File: src/rtl/srx_pkg.sv
package srx_pkg;

    typedef enum logic [1:0] {
        ADDR_DATA = 2'd0,
        ADDR_CTRL = 2'd1,
        ADDR_DIV  = 2'd2,
        ADDR_RSVD = 2'd3
    } reg_addr_e;

    localparam int CB_EN   = 0;
    localparam int CB_STOP = 1;
    localparam int CB_RIE  = 2;
    localparam int CB_MST  = 3;
    localparam int CB_CPHA = 4;
    localparam int CB_FULL = 5;
    localparam int CB_OVR  = 6;

endpackage

File: src/rtl/srx_sync.sv
module srx_sync #(
    parameter int         WIDTH  = 3,
    parameter int         STAGES = 2,
    parameter logic [WIDTH-1:0] RST_VAL = '0
) (
    input  logic             clk,
    input  logic             rst_n,
    input  logic [WIDTH-1:0] async_in,
    output logic [WIDTH-1:0] sync_out
);

    logic [WIDTH-1:0] stg_d [STAGES];
    logic [WIDTH-1:0] stg_q [STAGES];

    always_comb begin
        stg_d[0] = async_in;
        for (int i = 1; i < STAGES; i++) begin
            stg_d[i] = stg_q[i-1];
        end
    end

    always_ff @(posedge clk or negedge rst_n) begin
        if (!rst_n) begin
            for (int i = 0; i < STAGES; i++) begin
                stg_q[i] <= RST_VAL;
            end
        end else begin
            for (int i = 0; i < STAGES; i++) begin
                stg_q[i] <= stg_d[i];
            end
        end
    end

    assign sync_out = stg_q[STAGES-1];

endmodule

File: src/rtl/srx_mclk.sv
module srx_mclk #(
    parameter int DATA_W = 8,
    parameter int DIV_W  = 8
) (
    input  logic             clk,
    input  logic             rst_n,
    input  logic             start,
    input  logic [DIV_W-1:0] div,
    input  logic             cpha,
    output logic             sclk,
    output logic             busy,
    output logic             sample
);

    localparam int TOG_W = $clog2(2 * DATA_W);
    localparam logic [TOG_W-1:0] TOG_LAST = TOG_W'(2 * DATA_W - 1);

    typedef struct packed {
        logic             busy;
        logic             sclk;
        logic [DIV_W-1:0] cnt;
        logic [TOG_W-1:0] tog;
    } mclk_t;

    mclk_t q, d;
    logic  edge_now;

    always_comb begin
        edge_now = q.busy && (q.cnt == div);
        sample   = edge_now && (cpha ? q.sclk : !q.sclk);
        d = q;
        if (!q.busy) begin
            if (start) begin
                d.busy = 1'b1;
                d.cnt  = '0;
                d.tog  = '0;
            end
        end else if (edge_now) begin
            d.cnt  = '0;
            d.sclk = !q.sclk;
            d.tog  = q.tog + 1'b1;
            if (q.tog == TOG_LAST) begin
                d.busy = 1'b0;
            end
        end else begin
            d.cnt = q.cnt + 1'b1;
        end
    end

    always_ff @(posedge clk or negedge rst_n) begin
        if (!rst_n) begin
            q <= '0;
        end else begin
            q <= d;
        end
    end

    assign sclk = q.sclk;
    assign busy = q.busy;

    // the serial clock rests low whenever no byte is in flight
    p_idle_low_r2: assert property (@(posedge clk) disable iff (!rst_n)
        !q.busy |-> !q.sclk);

    // no clock edge before the half period has been counted out
    p_half_period_r2: assert property (@(posedge clk) disable iff (!rst_n)
        (q.busy && (q.cnt != div)) |=> $stable(q.sclk));

endmodule

File: src/rtl/srx_shift.sv
module srx_shift #(
    parameter int DATA_W = 8
) (
    input  logic              clk,
    input  logic              rst_n,
    input  logic              clear,
    input  logic              sample,
    input  logic              din,
    output logic              byte_done,
    output logic [DATA_W-1:0] byte_val
);

    localparam int CNT_W = $clog2(DATA_W);
    localparam logic [CNT_W-1:0] CNT_LAST = CNT_W'(DATA_W - 1);

    typedef struct packed {
        logic [CNT_W-1:0]  cnt;
        logic [DATA_W-2:0] sr;
    } shift_t;

    shift_t q, d;
    logic   at_last;

    always_comb begin
        at_last   = (q.cnt == CNT_LAST);
        byte_done = sample && at_last && !clear;
        byte_val  = {q.sr, din};
        d = q;
        if (clear) begin
            d.cnt = '0;
        end else if (sample) begin
            d.sr  = {q.sr[DATA_W-3:0], din};
            d.cnt = at_last ? '0 : q.cnt + 1'b1;
        end
    end

    always_ff @(posedge clk or negedge rst_n) begin
        if (!rst_n) begin
            q <= '0;
        end else begin
            q <= d;
        end
    end

    // a finished byte starts the next count from zero
    p_count_wraps_r3: assert property (@(posedge clk) disable iff (!rst_n)
        byte_done |=> (q.cnt == '0));

    // a clear always returns the bit count to zero
    p_clear_resets_r8: assert property (@(posedge clk) disable iff (!rst_n)
        clear |=> (q.cnt == '0));

endmodule

File: src/rtl/sync_rx_ctrl.sv
module sync_rx_ctrl #(
    parameter int DATA_W      = 8,
    parameter int DIV_W       = 8,
    parameter int SYNC_STAGES = 2
) (
    input  logic              clk,
    input  logic              rst_n,
    input  logic [1:0]        host_addr,
    input  logic              host_wr,
    input  logic              host_rd,
    input  logic [DATA_W-1:0] host_wdata,
    output logic [DATA_W-1:0] host_rdata,
    output logic              sclk_o,
    output logic              sclk_oe,
    input  logic              sclk_i,
    input  logic              ss_n_i,
    input  logic              sdi_i,
    output logic              rx_irq,
    output logic              err_irq
);

    import srx_pkg::*;

    typedef struct packed {
        logic              en;
        logic              stop;
        logic              rie;
        logic              mst;
        logic              cpha;
        logic              full;
        logic              ovr;
        logic              last;
        logic              sclk_prev;
        logic [DIV_W-1:0]  div;
        logic [DATA_W-1:0] data;
    } regs_t;

    regs_t q, d;

    reg_addr_e   addr;
    logic        rd_data, ctrl_wr, div_wr;
    logic        m_start, m_busy, m_sample, m_sclk;
    logic [2:0]  sync_bus;
    logic        s_sclk, s_ssn, s_sdi;
    logic        s_rise, s_fall, s_sample;
    logic        sh_clear, sh_sample, sh_din, byte_done;
    logic [DATA_W-1:0] byte_val;

    assign addr    = reg_addr_e'(host_addr);
    assign rd_data = host_rd && (addr == ADDR_DATA);
    assign ctrl_wr = host_wr && (addr == ADDR_CTRL);
    assign div_wr  = host_wr && (addr == ADDR_DIV);

    srx_sync #(
        .WIDTH   (3),
        .STAGES  (SYNC_STAGES),
        .RST_VAL (3'b010)
    ) u_sync (
        .clk      (clk),
        .rst_n    (rst_n),
        .async_in ({sclk_i, ss_n_i, sdi_i}),
        .sync_out (sync_bus)
    );

    assign {s_sclk, s_ssn, s_sdi} = sync_bus;
    assign s_rise   = s_sclk && !q.sclk_prev;
    assign s_fall   = !s_sclk && q.sclk_prev;
    assign s_sample = !q.mst && q.en && !q.ovr && !s_ssn && (q.cpha ? s_fall : s_rise);

    assign m_start  = rd_data && q.en && q.mst && !q.ovr && !m_busy;

    srx_mclk #(
        .DATA_W (DATA_W),
        .DIV_W  (DIV_W)
    ) u_mclk (
        .clk    (clk),
        .rst_n  (rst_n),
        .start  (m_start),
        .div    (q.div),
        .cpha   (q.cpha),
        .sclk   (m_sclk),
        .busy   (m_busy),
        .sample (m_sample)
    );

    assign sh_clear  = q.mst ? !m_busy : s_ssn;
    assign sh_sample = q.mst ? m_sample : s_sample;
    assign sh_din    = q.mst ? sdi_i : s_sdi;

    srx_shift #(
        .DATA_W (DATA_W)
    ) u_shift (
        .clk       (clk),
        .rst_n     (rst_n),
        .clear     (sh_clear),
        .sample    (sh_sample),
        .din       (sh_din),
        .byte_done (byte_done),
        .byte_val  (byte_val)
    );

    always_comb begin
        d = q;
        d.sclk_prev = s_sclk;
        if (m_start) begin
            d.last = q.stop;
        end
        if (rd_data) begin
            d.full = 1'b0;
        end
        if (byte_done) begin
            if (q.full && !rd_data) begin
                d.ovr = 1'b1;
            end else begin
                d.data = byte_val;
                d.full = 1'b1;
            end
            if (q.mst && q.last) begin
                d.en   = 1'b0;
                d.stop = 1'b0;
                d.last = 1'b0;
            end
        end
        if (ctrl_wr) begin
            d.en   = host_wdata[CB_EN];
            d.stop = host_wdata[CB_STOP];
            d.rie  = host_wdata[CB_RIE];
            d.mst  = host_wdata[CB_MST];
            d.cpha = host_wdata[CB_CPHA];
            if (!host_wdata[CB_OVR]) begin
                d.ovr = 1'b0;
            end
        end
        if (div_wr) begin
            d.div = host_wdata[DIV_W-1:0];
        end
    end

    always_ff @(posedge clk or negedge rst_n) begin
        if (!rst_n) begin
            q <= '0;
        end else begin
            q <= d;
        end
    end

    always_comb begin
        host_rdata = '0;
        case (addr)
            ADDR_DATA: host_rdata = q.data;
            ADDR_CTRL: begin
                host_rdata[CB_EN]   = q.en;
                host_rdata[CB_STOP] = q.stop;
                host_rdata[CB_RIE]  = q.rie;
                host_rdata[CB_MST]  = q.mst;
                host_rdata[CB_CPHA] = q.cpha;
                host_rdata[CB_FULL] = q.full;
                host_rdata[CB_OVR]  = q.ovr;
            end
            ADDR_DIV:  host_rdata = DATA_W'(q.div);
            default:   host_rdata = '0;
        endcase
    end

    assign sclk_o  = m_sclk;
    assign sclk_oe = q.mst;
    assign rx_irq  = q.full && q.rie;
    assign err_irq = q.ovr && q.rie;

    // reading the data register empties it unless a byte lands at once
    p_read_clears_full_r5: assert property (@(posedge clk) disable iff (!rst_n)
        (rd_data && !byte_done) |=> !q.full);

    // a byte finishing into a full register flags overrun and is dropped
    p_overrun_keeps_data_r9: assert property (@(posedge clk) disable iff (!rst_n)
        (byte_done && q.full && !rd_data && !ctrl_wr) |=> (q.ovr && $stable(q.data)));

    // the final master byte drops enable and the stop request
    p_last_byte_ends_r7: assert property (@(posedge clk) disable iff (!rst_n)
        (byte_done && q.mst && q.last && !ctrl_wr) |=> (!q.en && !q.stop));

    // overrun survives every cycle without a clearing write
    p_ovr_sticky_r11: assert property (@(posedge clk) disable iff (!rst_n)
        (q.ovr && !(ctrl_wr && !host_wdata[CB_OVR])) |=> q.ovr);

    // no master clock burst begins while overrun is pending
    p_no_burst_in_ovr_r10: assert property (@(posedge clk) disable iff (!rst_n)
        (q.ovr && !m_busy) |=> !m_busy);

endmodule

File: config.mk
export PLATFORM = sky130hd
export DESIGN_NAME = sync_rx_ctrl
export DESIGN_NICKNAME = d
export VERILOG_FILES = /design/src/rtl/srx_pkg.sv /design/src/rtl/srx_sync.sv /design/src/rtl/srx_mclk.sv /design/src/rtl/srx_shift.sv /design/src/rtl/sync_rx_ctrl.sv
export SDC_FILE = /design/constraint.sdc
export NUM_CORES = 1
export LEC_CHECK = 0
export BUFFER_PORTS_ARGS = -buffer_cell sky130_fd_sc_hd__buf_2
export CAP_MARGIN = 0
export CELL_PAD_IN_SITES_DETAIL_PLACEMENT = 0
export CELL_PAD_IN_SITES_GLOBAL_PLACEMENT = 1
export CORE_AREA = 2 2 88 90
export DETAILED_ROUTE_END_ITERATION = 12
export DIE_AREA = 0 0 90 92
export GPL_TIMING_DRIVEN = 0
export HOLD_SLACK_MARGIN = 0.15
export PLACE_DENSITY = 0.66
export RECOVER_POWER = 100
export SYNTH_ARGS = -nofsm -noshare
export SYNTH_HDL_FRONTEND = slang
export SYNTH_SLANG_ARGS = --single-unit
File: constraint.sdc
create_clock -name clk -period 2.9 [get_ports clk]
set_input_delay 0.58 -clock clk [delete_from_list [all_inputs] [get_ports clk]]
set_output_delay 0.58 -clock clk [all_outputs]
set_load 0.02 [all_outputs]
==> reports/metrics.csv <==
metric,value,unit
outcome,"finished, final reports clean",
R2R setup slack,0.62,ns
Max-cap violations,0,
compound-gate portion of the synthesized area,0.1546,
Site Rows,32,
first-pass GRT wire length,10840,um
Critical Path Slowest Stage Cell,clkbuf_1,
CP max FO,10,
worst flop-to-flop path endpoint,u_shift.byte_val[1]$_DFFE_PN0P_,
CTS max path bufs,2,
"Buf+Inv Stages, Crit Path",3,
Final Hold Fails,0,
I/O Pins,29,
post-synthesis mux area share,0.1181,
"Seq/Total Area, Yosys",0.4785,
die area,0.008280,mm2
die height,92,um
TritonCTS clock tree,built,
Worst Hold Launch,u_sync.stg_d[2]$_DFF_PN0_,
Port Buf Inserts,28,
clk_skew,0.01376,ns
post-route cell area,0.003206,mm2
CTS Buf Count,5,
critical-path cell list,clkbuf_1 -> clkbuf_1 -> mux2i_1 -> o21ai_0 -> clkbuf_1,
area grow syn2layout,11.25,%
Synth Area in Adders,0.01737,
syn nets,269,
CP Launch Type,input port,
CTS Sinks,55,
top cell type's share of synthesized area,0.4603,
worst hold endpoint,u_sync.sync_out[2]$_DFF_PN0_,
R2R depth,4,
CP max stage delay,0.48,ns
Tmin final,2.442,ns
H-tree levels,2,
starting density of the core,0.3869,
"CP delay by family, top",buffers and inverters,
DP Wirelength,4609,um
Synth Register Bits,55,
ratio of cells with drive above 1 in the final layout,0.2183,
Routability Congestion,0.7424,
worst vdd ir,216.6,uV
worst-skew pair later-pin latency,0.31,ns
WHS Path Cells,0,
vias in the first global route,2008,
Mapped Avg Cell Area,11.62,um2
CTS clock-pin slew for the worst setup and hold paths,0.09,ns
Final period util,0.8421,
Leakage,0.001337,uW
cell area after synthesis,0.002882,mm2
Iter 0 DRT Violations,81,
postcts setup bufs,0,
multi-input combinational cell area,0.001381,mm2
Synth cell types,56,
Cells after Synth,248,
RSZ-0062 raised after global routing,no,
WL final,6454,um
gr usage total,0.1685,
Root Driver,clkbuf_8,
Routed WL per cell,16.72,um
Worst EP required,2.32,ns
Antenna Nets Post-Route,0,
min-delay worst type,reg -> reg,
nets,304,
Critical Path Sink Type,output port,
Fillers,775,
TNS Setup,0,ns
largest family of logic cells by synthesized area,compound AO/OA/AOI/OAI gates,
post_cts resized,0,
top post-synthesis cells by area,"dfrtp_1, mux2i_1, mux2_2, o21ai_0, o32ai_2",
grt ovf,0,
worst hold slack,0.3570,ns
core area,0.007447,mm2
arrival time at the worst endpoint,1.86,ns
Worst-Margin Slew,1.427,ns
Hold Buf Count CTS,0,
die width,90,um
Crit Path Category,in -> out,
dpl cell area,0.003149,mm2
simple-gate share of the synthesized area,0.1337,
Vias/cell,5.233,
DR pass1 iterations,4,
Post-route DRC,0,
"area leader, netlist",dfrtp_1,
Fmax,409.5,MHz
largest net degree at the start of global routing,56,
Ys Warns,0,
via count,2020,
Sequential Area,0.001379,mm2
Pins Over Slew Limit,0,
antenna violations before repair,0,
# diodes,0,
final setup violation count,0,
power consumption,2229,uW
reg2reg start,u_mclk.q[4]$_DFFE_PN0P_,
CP most frequent cell,clkbuf_1,
Synth Area in XOR/XNOR,0.06426,
Slew headroom,0.04839,
P per Cell Area,695.4,mW/mm2
==> layout make-up <==
cell class                 count  area share
inverter                      11     0.01288
sequential                    55      0.4301
multi-input combinational    173      0.4309
tap                          102     0.03981
clock inverter                 2    0.005074
buffer                         9     0.01678
timing repair buffer          28     0.03864
clock buffer                   6     0.02576
==> worst register-to-register path, cell delays in order (launching register included) <==
cell     delay (ns)
dfrtp_1        0.48
xnor2_1        0.30
nand4_4        0.24
o31ai_2        0.77
mux2_1         0.39
==> cells in the final DEF (no fill, tap or decap), drive strengths merged, types with 3 or more instances in the layout <==
cell	instances
a31oi	3
and3	4
buf	18
clkbuf	25
dfrtp	53
ha	4
inv	11
mux2	13
mux2i	19
nand2	28
nand3	8
nand4	3
nor2	6
nor3	3
nor3b	3
o21ai	24
o22ai	3
o32ai	8
xnor2	11
==> power breakdown <==
group	switching [uW]	internal (uW)	total [uW]
sequential	170	916	1090
combinational	389	295	684
clock	263	196	459
==> stage by stage <==
stage	setup WS, ns	util	instances
floorplan	0.9379	-	248
global placement	0.7283	0.4229	378
detailed placement	0.7370	0.4229	378
CTS	0.7786	0.4362	386
global route	0.3356	0.4304	386
finish	0.4578	0.4304	386
==> per-layer routing <==
layer  GRT usage  part of all wire
met1      0.2402              0.48
met2      0.2519              0.46
met3     0.03780             0.037
met4     0.06154             0.024
met5           0                 0
==> worst max-delay path by stage <==
| stage | start | slack (ns) | depth (start not counted) | end |
|---|---|---|---|---|
| 2_1_floorplan | host_addr[0] | 0.94 | 3 | host_rdata[3] |
| 3_3_place_gp | host_addr[1] | 0.73 | 6 | q[4]$_DFFE_PN0P_ |
| 3_5_place_dp | host_addr[1] | 0.74 | 6 | q[4]$_DFFE_PN0P_ |
| 4_1_cts | u_shift.q[7]$_DFFE_PN0P_ | 0.78 | 7 | q[4]$_DFFE_PN0P_ |
| 5_1_grt | host_addr[0] | 0.34 | 5 | host_rdata[6] |
| 6_report | host_addr[0] | 0.46 | 5 | host_rdata[6] |
==> registers in the layout, summed over array words and instances (netlist names) <==
register	flops
q	24
sclk_oe	1
u_mclk.busy	1
u_mclk.q	12
u_mclk.sclk	1
u_shift.byte_val	7
u_shift.q	3
u_sync.stg_d	3
u_sync.sync_out	3
==> cells by family (layout without fill, tap and decap cells) <==
logic type / after synthesis / count (layout)
DFF: 55 / 55
adders and majority gates: 4 / 4
muxes: 32 / 32
AOI/OAI and AO/OA: 56 / 56
xor gates and xnor gates: 13 / 13
buffers and inverters: 20 / 56
and+or+nand+nor: 68 / 68
==> cells in the mapped netlist, drive strengths merged <==
cell,n
a21o,1
nor4b,1
nor4,1
or3b,1
o41ai,2
o32ai,8
a32o,1
o32a,1
nor2,6
and3,4
buf,6
nor2b,1
xnor2,11
o22ai,3
a31oi,3
and2,2
clkbuf,3
and4,2
dfstp,2
a2111oi,1
nand2,28
ha,4
o311ai,2
nand2b,1
o21bai,1
xor2,2
dfrtp,53
mux2,13
inv,11
or2,1
nand3b,1
a21oi,2
and3b,2
o211ai,2
o31ai,2
o31a,1
nor3b,3
o2bb2ai,1
mux2i,19
nor3,3
nand3,8
a31o,1
o21ai,24
nand4,3
Power figures use the tool's default switching activity.
